===== src/rtl/dma_pkg.sv =====
package dma_pkg;
  typedef enum logic [2:0] {
    PH_IDLE,
    PH_FETCH,
    PH_REQ,
    PH_MEM,
    PH_PUSH
  } phase_t;

  localparam int unsigned OFS_ADDR  = 0;
  localparam int unsigned OFS_COUNT = 1;
  localparam int unsigned OFS_CTRL  = 2;

  localparam int unsigned B_IRQ  = 31;
  localparam int unsigned B_IE   = 30;
  localparam int unsigned B_GO   = 3;
  localparam int unsigned B_MODE = 2;
  localparam int unsigned B_DIR  = 1;
  localparam int unsigned B_DONE = 0;

  localparam int unsigned WORD_BYTES = 4;
endpackage


===== src/rtl/dma_csr.sv =====
module dma_csr
  import dma_pkg::*;
#(
  parameter int unsigned ADDR_W = 32,
  parameter int unsigned CNT_W  = 16
) (
  input  logic              clk,
  input  logic              rst_n,
  input  logic              reg_wr,
  input  logic [1:0]        reg_addr,
  input  logic [31:0]       reg_wdata,
  output logic [31:0]       reg_rdata,
  input  logic              busy,
  input  logic              step,
  input  logic              finish,
  output logic              go,
  output logic              go_dir,
  output logic              cfg_dir,
  output logic              cfg_mode,
  output logic [ADDR_W-1:0] cur_addr,
  output logic [CNT_W-1:0]  cur_cnt,
  output logic              irq
);
  logic [ADDR_W-1:0] addr_q;
  logic [CNT_W-1:0]  cnt_q;
  logic              ie_q, irq_q, irq_d, done_q, dir_q, mode_q;

  logic wr_addr, wr_cnt, wr_ctrl, start_req, zero_go;
  assign wr_addr   = reg_wr && (reg_addr == 2'(OFS_ADDR));
  assign wr_cnt    = reg_wr && (reg_addr == 2'(OFS_COUNT));
  assign wr_ctrl   = reg_wr && (reg_addr == 2'(OFS_CTRL));
  assign start_req = wr_ctrl && reg_wdata[B_GO] && !busy;
  assign go        = start_req && (cnt_q != '0);
  assign zero_go   = start_req && (cnt_q == '0);
  assign go_dir    = reg_wdata[B_DIR];

  always_comb begin
    irq_d = irq_q;
    if (wr_ctrl && reg_wdata[B_IRQ]) irq_d = 1'b0;
    if (start_req)                   irq_d = 1'b0;
    if (finish && ie_q)              irq_d = 1'b1;
    if (zero_go && reg_wdata[B_IE])  irq_d = 1'b1;
  end

  always_ff @(posedge clk or negedge rst_n) begin
    if (!rst_n) begin
      addr_q <= '0;
      cnt_q  <= '0;
      ie_q   <= 1'b0;
      irq_q  <= 1'b0;
      done_q <= 1'b0;
      dir_q  <= 1'b0;
      mode_q <= 1'b0;
    end else begin
      if (wr_addr && !busy)  addr_q <= reg_wdata[ADDR_W-1:0];
      else if (step)         addr_q <= addr_q + ADDR_W'(WORD_BYTES);
      if (wr_cnt && !busy)   cnt_q <= reg_wdata[CNT_W-1:0];
      else if (step)         cnt_q <= cnt_q - CNT_W'(1);
      if (wr_ctrl) begin
        ie_q <= reg_wdata[B_IE];
        if (!busy) begin
          dir_q  <= reg_wdata[B_DIR];
          mode_q <= reg_wdata[B_MODE];
        end
      end
      if (finish || zero_go) done_q <= 1'b1;
      else if (go)           done_q <= 1'b0;
      irq_q <= irq_d;
    end
  end

  always_comb begin
    unique case (reg_addr)
      2'(OFS_ADDR):  reg_rdata = 32'(addr_q);
      2'(OFS_COUNT): reg_rdata = 32'(cnt_q);
      2'(OFS_CTRL):  reg_rdata = {irq_q, ie_q, 26'b0, 1'b0, mode_q, dir_q, done_q};
      default:       reg_rdata = 32'b0;
    endcase
  end

  assign cfg_dir  = dir_q;
  assign cfg_mode = mode_q;
  assign cur_addr = addr_q;
  assign cur_cnt  = cnt_q;
  assign irq      = irq_q;


  step_advance_chk: assert property (@(posedge clk) disable iff (!rst_n)
    step |=> (addr_q == $past(addr_q) + ADDR_W'(WORD_BYTES)) && (cnt_q == $past(cnt_q) - CNT_W'(1)));

  busy_addr_lock_chk: assert property (@(posedge clk) disable iff (!rst_n)
    wr_addr && busy && !step |=> addr_q == $past(addr_q));

  done_irq_chk: assert property (@(posedge clk) disable iff (!rst_n)
    finish && ie_q |=> irq && done_q);

  irq_clear_chk: assert property (@(posedge clk) disable iff (!rst_n)
    wr_ctrl && reg_wdata[B_IRQ] && !finish && !(zero_go && reg_wdata[B_IE]) |=> !irq);

  zero_start_chk: assert property (@(posedge clk) disable iff (!rst_n)
    zero_go |=> done_q && !busy);
endmodule


===== src/rtl/dma_seq.sv =====
module dma_seq
  import dma_pkg::*;
#(
  parameter int unsigned DATA_W = 32,
  parameter int unsigned CNT_W  = 16
) (
  input  logic              clk,
  input  logic              rst_n,
  input  logic              go,
  input  logic              go_dir,
  input  logic              cfg_dir,
  input  logic              cfg_mode,
  input  logic [CNT_W-1:0]  cur_cnt,
  output logic              busy,
  output logic              step,
  output logic              finish,
  output logic              bus_req,
  input  logic              bus_grant,
  output logic              mem_valid,
  input  logic              mem_ready,
  output logic              mem_write,
  output logic [DATA_W-1:0] mem_wdata,
  input  logic [DATA_W-1:0] mem_rdata,
  input  logic              per_in_valid,
  output logic              per_in_ready,
  input  logic [DATA_W-1:0] per_in_data,
  output logic              per_out_valid,
  input  logic              per_out_ready,
  output logic [DATA_W-1:0] per_out_data
);
  phase_t            ph_q, ph_d;
  logic              own_q, own_d;
  logic [DATA_W-1:0] buf_q, buf_d;
  logic              last;

  assign last = (cur_cnt == CNT_W'(1));

  always_comb begin
    ph_d   = ph_q;
    own_d  = own_q;
    buf_d  = buf_q;
    step   = 1'b0;
    finish = 1'b0;
    unique case (ph_q)
      PH_IDLE: if (go) ph_d = go_dir ? PH_FETCH : PH_REQ;
      PH_FETCH: if (per_in_valid) begin
        buf_d = per_in_data;
        ph_d  = own_q ? PH_MEM : PH_REQ;
      end
      PH_REQ: if (bus_grant) begin
        own_d = 1'b1;
        ph_d  = PH_MEM;
      end
      PH_MEM: if (mem_ready) begin
        step = 1'b1;
        if (!cfg_mode || last) own_d = 1'b0;
        if (cfg_dir) begin
          finish = last;
          ph_d   = last ? PH_IDLE : PH_FETCH;
        end else begin
          buf_d = mem_rdata;
          ph_d  = PH_PUSH;
        end
      end
      PH_PUSH: if (per_out_ready) begin
        if (cur_cnt == '0) begin
          finish = 1'b1;
          ph_d   = PH_IDLE;
        end else begin
          ph_d = own_q ? PH_MEM : PH_REQ;
        end
      end
      default: ph_d = PH_IDLE;
    endcase
  end

  always_ff @(posedge clk or negedge rst_n) begin
    if (!rst_n) begin
      ph_q  <= PH_IDLE;
      own_q <= 1'b0;
      buf_q <= '0;
    end else begin
      ph_q  <= ph_d;
      own_q <= own_d;
      buf_q <= buf_d;
    end
  end

  assign busy          = (ph_q != PH_IDLE);
  assign bus_req       = own_q || (ph_q == PH_REQ);
  assign mem_valid     = (ph_q == PH_MEM);
  assign mem_write     = cfg_dir;
  assign mem_wdata     = buf_q;
  assign per_in_ready  = (ph_q == PH_FETCH);
  assign per_out_valid = (ph_q == PH_PUSH);
  assign per_out_data  = buf_q;


  mem_needs_bus_chk: assert property (@(posedge clk) disable iff (!rst_n)
    mem_valid |-> bus_req && own_q);

  req_hold_chk: assert property (@(posedge clk) disable iff (!rst_n)
    (ph_q == PH_REQ) && !bus_grant |=> bus_req);

  steal_release_chk: assert property (@(posedge clk) disable iff (!rst_n)
    !cfg_mode && mem_valid && mem_ready |=> !bus_req);

  block_hold_chk: assert property (@(posedge clk) disable iff (!rst_n)
    cfg_mode && own_q && !(mem_valid && mem_ready && last) |=> bus_req);

  mem_stall_chk: assert property (@(posedge clk) disable iff (!rst_n)
    mem_valid && !mem_ready |=> mem_valid && $stable(mem_wdata));

  out_stall_chk: assert property (@(posedge clk) disable iff (!rst_n)
    per_out_valid && !per_out_ready |=> per_out_valid && $stable(per_out_data));

  one_side_chk: assert property (@(posedge clk) disable iff (!rst_n)
    $onehot0({mem_valid, per_in_ready, per_out_valid}));
endmodule


===== src/rtl/dma_block_ctrl.sv =====
module dma_block_ctrl
  import dma_pkg::*;
#(
  parameter int unsigned ADDR_W = 32,
  parameter int unsigned DATA_W = 32,
  parameter int unsigned CNT_W  = 16
) (
  input  logic              clk,
  input  logic              rst_n,
  input  logic              reg_wr,
  input  logic [1:0]        reg_addr,
  input  logic [31:0]       reg_wdata,
  output logic [31:0]       reg_rdata,
  output logic              irq,
  output logic              bus_req,
  input  logic              bus_grant,
  output logic              mem_valid,
  input  logic              mem_ready,
  output logic              mem_write,
  output logic [ADDR_W-1:0] mem_addr,
  output logic [DATA_W-1:0] mem_wdata,
  input  logic [DATA_W-1:0] mem_rdata,
  input  logic              per_in_valid,
  output logic              per_in_ready,
  input  logic [DATA_W-1:0] per_in_data,
  output logic              per_out_valid,
  input  logic              per_out_ready,
  output logic [DATA_W-1:0] per_out_data
);
  logic             busy, step, finish, go, go_dir, cfg_dir, cfg_mode;
  logic [CNT_W-1:0] cur_cnt;

  dma_csr #(.ADDR_W(ADDR_W), .CNT_W(CNT_W)) u_csr (
    .clk(clk), .rst_n(rst_n),
    .reg_wr(reg_wr), .reg_addr(reg_addr), .reg_wdata(reg_wdata), .reg_rdata(reg_rdata),
    .busy(busy), .step(step), .finish(finish),
    .go(go), .go_dir(go_dir), .cfg_dir(cfg_dir), .cfg_mode(cfg_mode),
    .cur_addr(mem_addr), .cur_cnt(cur_cnt), .irq(irq)
  );

  dma_seq #(.DATA_W(DATA_W), .CNT_W(CNT_W)) u_seq (
    .clk(clk), .rst_n(rst_n),
    .go(go), .go_dir(go_dir), .cfg_dir(cfg_dir), .cfg_mode(cfg_mode), .cur_cnt(cur_cnt),
    .busy(busy), .step(step), .finish(finish),
    .bus_req(bus_req), .bus_grant(bus_grant),
    .mem_valid(mem_valid), .mem_ready(mem_ready), .mem_write(mem_write),
    .mem_wdata(mem_wdata), .mem_rdata(mem_rdata),
    .per_in_valid(per_in_valid), .per_in_ready(per_in_ready), .per_in_data(per_in_data),
    .per_out_valid(per_out_valid), .per_out_ready(per_out_ready), .per_out_data(per_out_data)
  );
endmodule


===== config.mk =====
export PLATFORM = sky130hd
export DESIGN_NAME = dma_block_ctrl
export DESIGN_NICKNAME = d
export VERILOG_FILES = /design/src/rtl/dma_pkg.sv /design/src/rtl/dma_csr.sv /design/src/rtl/dma_seq.sv /design/src/rtl/dma_block_ctrl.sv
export SDC_FILE = /design/constraint.sdc
export NUM_CORES = 1
export LEC_CHECK = 0
export BUFFER_PORTS_ARGS = -buffer_cell sky130_fd_sc_hd__buf_2
export CORE_UTILIZATION = 52
export CTS_CLUSTER_DIAMETER = 120
export DETAILED_ROUTE_END_ITERATION = 8
export GPL_ROUTABILITY_DRIVEN = 0
export GPL_TIMING_DRIVEN = 0
export PLACE_DENSITY = 0.86
export SYNTH_ARGS = -nofsm -noshare
export SYNTH_HDL_FRONTEND = slang
export SYNTH_SLANG_ARGS = --single-unit
export TNS_END_PERCENT = 50

===== constraint.sdc =====
create_clock -name clk -period 6.8 [get_ports clk]
set_input_delay 0.68 -clock clk [delete_from_list [all_inputs] [get_ports clk]]
set_output_delay 0.68 -clock clk [all_outputs]
set_load 0.05 [all_outputs]

==> flow_summary.ini <==
[die]
core_sq_um = 10280
start_util = 0.5327
die_h_um = 104.6
io_pins = 239
rows = 37
die_area_sq_um = 10940
fp.dieW_um = 104.6

[synthesis]
seq_area_frac_synth = 0.4068
synth_ff_type = dfrtp_1
synthTopCellsByArea = dfrtp_1, mux2i_1, nand2_1
ys_ff_latch = 89
async_flop_share = 1.000
yosysWarnings = 0
synth_area_leader_cell = dfrtp_1
synth-edff-count = 0
syn_area_per_cell_sq_um = 8.760
synth_cell_types = 64
synth_top_area_frac = 0.4068
synth_nets = 734
syn_inst = 625
synth_area_sq_um = 5475

[final_layout]
fillCellCount = 859
final_cell_area_sq_um = 7107
fin_nets = 982
area_delta_synth_final_pct = 29.80
final_layout_size_suffix_gt1_frac = 0.3405
diodes = 0
stdcell_count = 1014

[clocking]
cts_resized = 0
holdBufCountCts = 0
insertion_delay_ns = 0.36
cts_tree = built
cts_max_level = 3
clkTransAtPathRegs_ns = 0.10
cts_setup_buffers = 0
cts-buffers-inserted = 9
ctsLongestPathBuffers = 2
cts_root_buffer = clkbuf_8
clock_sinks = 89

[drt]
wl_um = 17100
firstDrtPassIters = 5
drc = 0
dr_total_vias = 5821
vias_per_cell = 5.741
drtIter0Drc = 468
ant_nets = 0
wl_per_cell_um = 16.86

[setup_path]
worstSetupEndpointType = primary output
rr_startpoint = u_seq.ph_q[2]
worstSetupPathType = flop to primary output
path_delay_family = buffers and inverters
path_buf_inv = 4
critPathArrivalTime_ns = 2.57
crit_chain = clkbuf_1, nand3_1, inv_2, buf_1, buf_2
crit_slowest_cell = buf_1
max_stage_delay_ns = 0.53
cp_data_required_time_ns = 6.12
crit_path_start_kind = flop
path_max_fanout = 10
cp.depth = 5
worstSetupStartpoint = u_seq.ph_q[0]
reg2reg_depth = 7

[place]
numPortBuffers = 236
dp.final_hpwl_um = 13190
placed_area_sq_um = 6857
dp_cells = 998
pre_cts_slack_ns = 3.791

[sta]
final_max_slew_viol_count = 0
period_minus_slack_ns = 3.248
fmax_mhz = 307.9
tns_ns = 0
hold_violations = 0
rsz0062_at_grt = no
clock_skew_ns = 0.01327
relSlewSlack = 0.3817
worst_pin_slew_ns = 0.9198
setup_ws_ns = 3.552
final-setup-viol-count = 0
period_share = 0.4777

[status]
status = finished clean

[global_route]
grt_use_total = 0.3116
antenna_found_initial = 0
grt_max_degree = 60
grt_pass1_wl_um = 27050
grt_pass1_vias = 5420
gr-total-overflow = 0

[power_and_ir_drop]
p_leak_nw = 3.562
p_sw_frac = 0.5750
pwr-share-seq = 0.261
powerDensity_nw_per_um2 = 570.3
intPower_mw = 1.723
switching_power_mw = 2.331
ir_worst_vdd_mv = 0.4130
p_clk_frac = 0.111
comb_power_share = 0.628

[min_path]
min_path_type = input pin to asynchronous set/reset pin

[run]
drv_cap = 0
per-layer routing:
metal,GRT usage,share of wire
met5,0,0
met4,0.1378,0.034
met3,0.04304,0.078
met2,0.5535,0.50
met1,0.3755,0.39
kinds of logic (layout without fill, tap and decap cells):
family                   Yosys count  count (layout)  share of synthesized area
AO/OA/AOI/OAI                    149             149                     0.1805
XOR/XNOR                           8               8                    0.01280
adder cells (fa/ha/maj)            4               4                   0.009141
buffers and inverters             81             334                    0.07793
flip-flops                        89              89                     0.4068
multiplexers                      55              55                     0.1012
AND/OR/NAND/NOR                  239             239                     0.2116
sequential cells by signal, summed over array words and instances (netlist names):
| name | flops |
|---|---|
| u_csr.cur_addr | 32 |
| u_seq.mem_wdata | 32 |
| u_csr.cur_cnt | 16 |
| u_seq.ph_q | 3 |
| u_csr.cfg_dir | 1 |
| u_csr.cfg_mode | 1 |
| u_csr.done_q | 1 |
| u_csr.ie_q | 1 |
| u_csr.irq | 1 |
| u_seq.own_q | 1 |
cells in the final DEF, fill, tap and decap left out, types with 5 or more instances in the layout:
| cell type | netlist | routed |
|---|---|---|
| xnor2_1 | 5 | 5 |
| and2_1 | 15 | 15 |
| clkbuf_8 | 0 | 9 |
| o211ai_1 | 10 | 10 |
| nand3_1 | 21 | 21 |
| mux2i_1 | 52 | 52 |
| a221o_1 | 8 | 8 |
| nor3_1 | 16 | 16 |
| a21oi_1 | 13 | 13 |
| a21o_1 | 9 | 9 |
| nor2_1 | 40 | 40 |
| o311ai_0 | 11 | 11 |
| clkbuf_1 | 25 | 25 |
| nor4_1 | 12 | 12 |
| o21ai_0 | 64 | 64 |
| inv_1 | 13 | 13 |
| nand4_1 | 9 | 9 |
| buf_1 | 8 | 8 |
| buf_2 | 2 | 237 |
| dfrtp_1 | 89 | 89 |
| buf_4 | 32 | 33 |
| nand2_1 | 99 | 99 |
synthesized netlist by cell type, types with 2 or more instances:
library cell / n
o32ai_1: 3
a31oi_1: 3
xor2_1: 3
o21a_1: 2
o311a_1: 2
a211oi_1: 2
or4_1: 4
a21o_1: 9
nand2b_1: 2
inv_1: 13
and2_1: 15
dfrtp_1: 89
and3_1: 4
buf_1: 8
o31ai_1: 2
a31o_2: 2
buf_2: 2
a32o_1: 2
nor3_1: 16
nor2_1: 40
nor3b_1: 2
clkbuf_1: 25
xnor2_1: 5
nor4_1: 12
mux2i_1: 52
o311ai_0: 11
o21ai_0: 64
buf_4: 32
ha_1: 4
nand3_1: 21
a21oi_1: 13
o211ai_1: 10
a22o_1: 2
nand4_1: 9
mux2_2: 3
and4_1: 2
nand2_1: 99
a221o_1: 8
a211o_1: 3
metrics by stage:
| stage | utilization | hold slack [ns] | total power, mW |
|---|---|---|---|
| final | 0.6915 | 0.2426 | 4.053 |
| after global routing | 0.6915 | 0.2743 | 4.265 |
| after CTS | 0.6915 | 0.2582 | 4.051 |
| after detailed placement | 0.6672 | 0.4831 | 3.602 |
| after global placement | 0.6642 | 0.4667 | 3.558 |
| after floorplan | - | 0.3844 | 2.973 |
cell type report:
cell class / count / area (sq um) / share of cell area
Buffer: 67 / 374.1 / 0.05264
Clock buffer: 9 / 123.9 / 0.01743
Clock inverter: 7 / 126.4 / 0.01778
Inverter: 14 / 52.55 / 0.007394
Multi-Input combinational cell: 455 / 2821 / 0.3970
Sequential cell: 89 / 2227 / 0.3134
Tap cell: 136 / 170.2 / 0.02394
Timing Repair Buffer: 237 / 1211 / 0.1704
worst register-to-register path: stages (launching register included):
cell and delay, ns:
dfrtp_1 0.44, nor4b_1 0.69, and2_1 0.29, clkbuf_1 0.44
clkbuf_1 0.50, nand2_1 0.11, o31ai_1 0.08, o21bai_1 0.15
power groups by stage:
stage | Sequential (mW) | Clock (mW) | Combinational [mW]
after global placement | 1.05 | 0 | 2.51
after CTS | 1.05 | 0.454 | 2.55
final | 1.06 | 0.450 | 2.54
after detailed placement | 1.06 | 0 | 2.54
after global routing | 1.09 | 0.479 | 2.70
after floorplan | 1.61 | 0 | 1.36
worst paths after layout:
| check | endpoint | slack (ns) |
|---|---|---|
| setup / recovery | mem_valid | 3.55 |
| hold / removal | u_csr.cur_addr[22] | 0.24 |
| setup reg to reg | u_csr.cur_addr[28] | 4.02 |
| hold reg to reg | u_seq.mem_wdata[20] | 0.51 |
| max in group asynchronous | u_seq.mem_wdata[8] | 5.92 |
| min in group clk | u_seq.mem_wdata[20] | 0.51 |
Power figures use the tool's default switching activity.
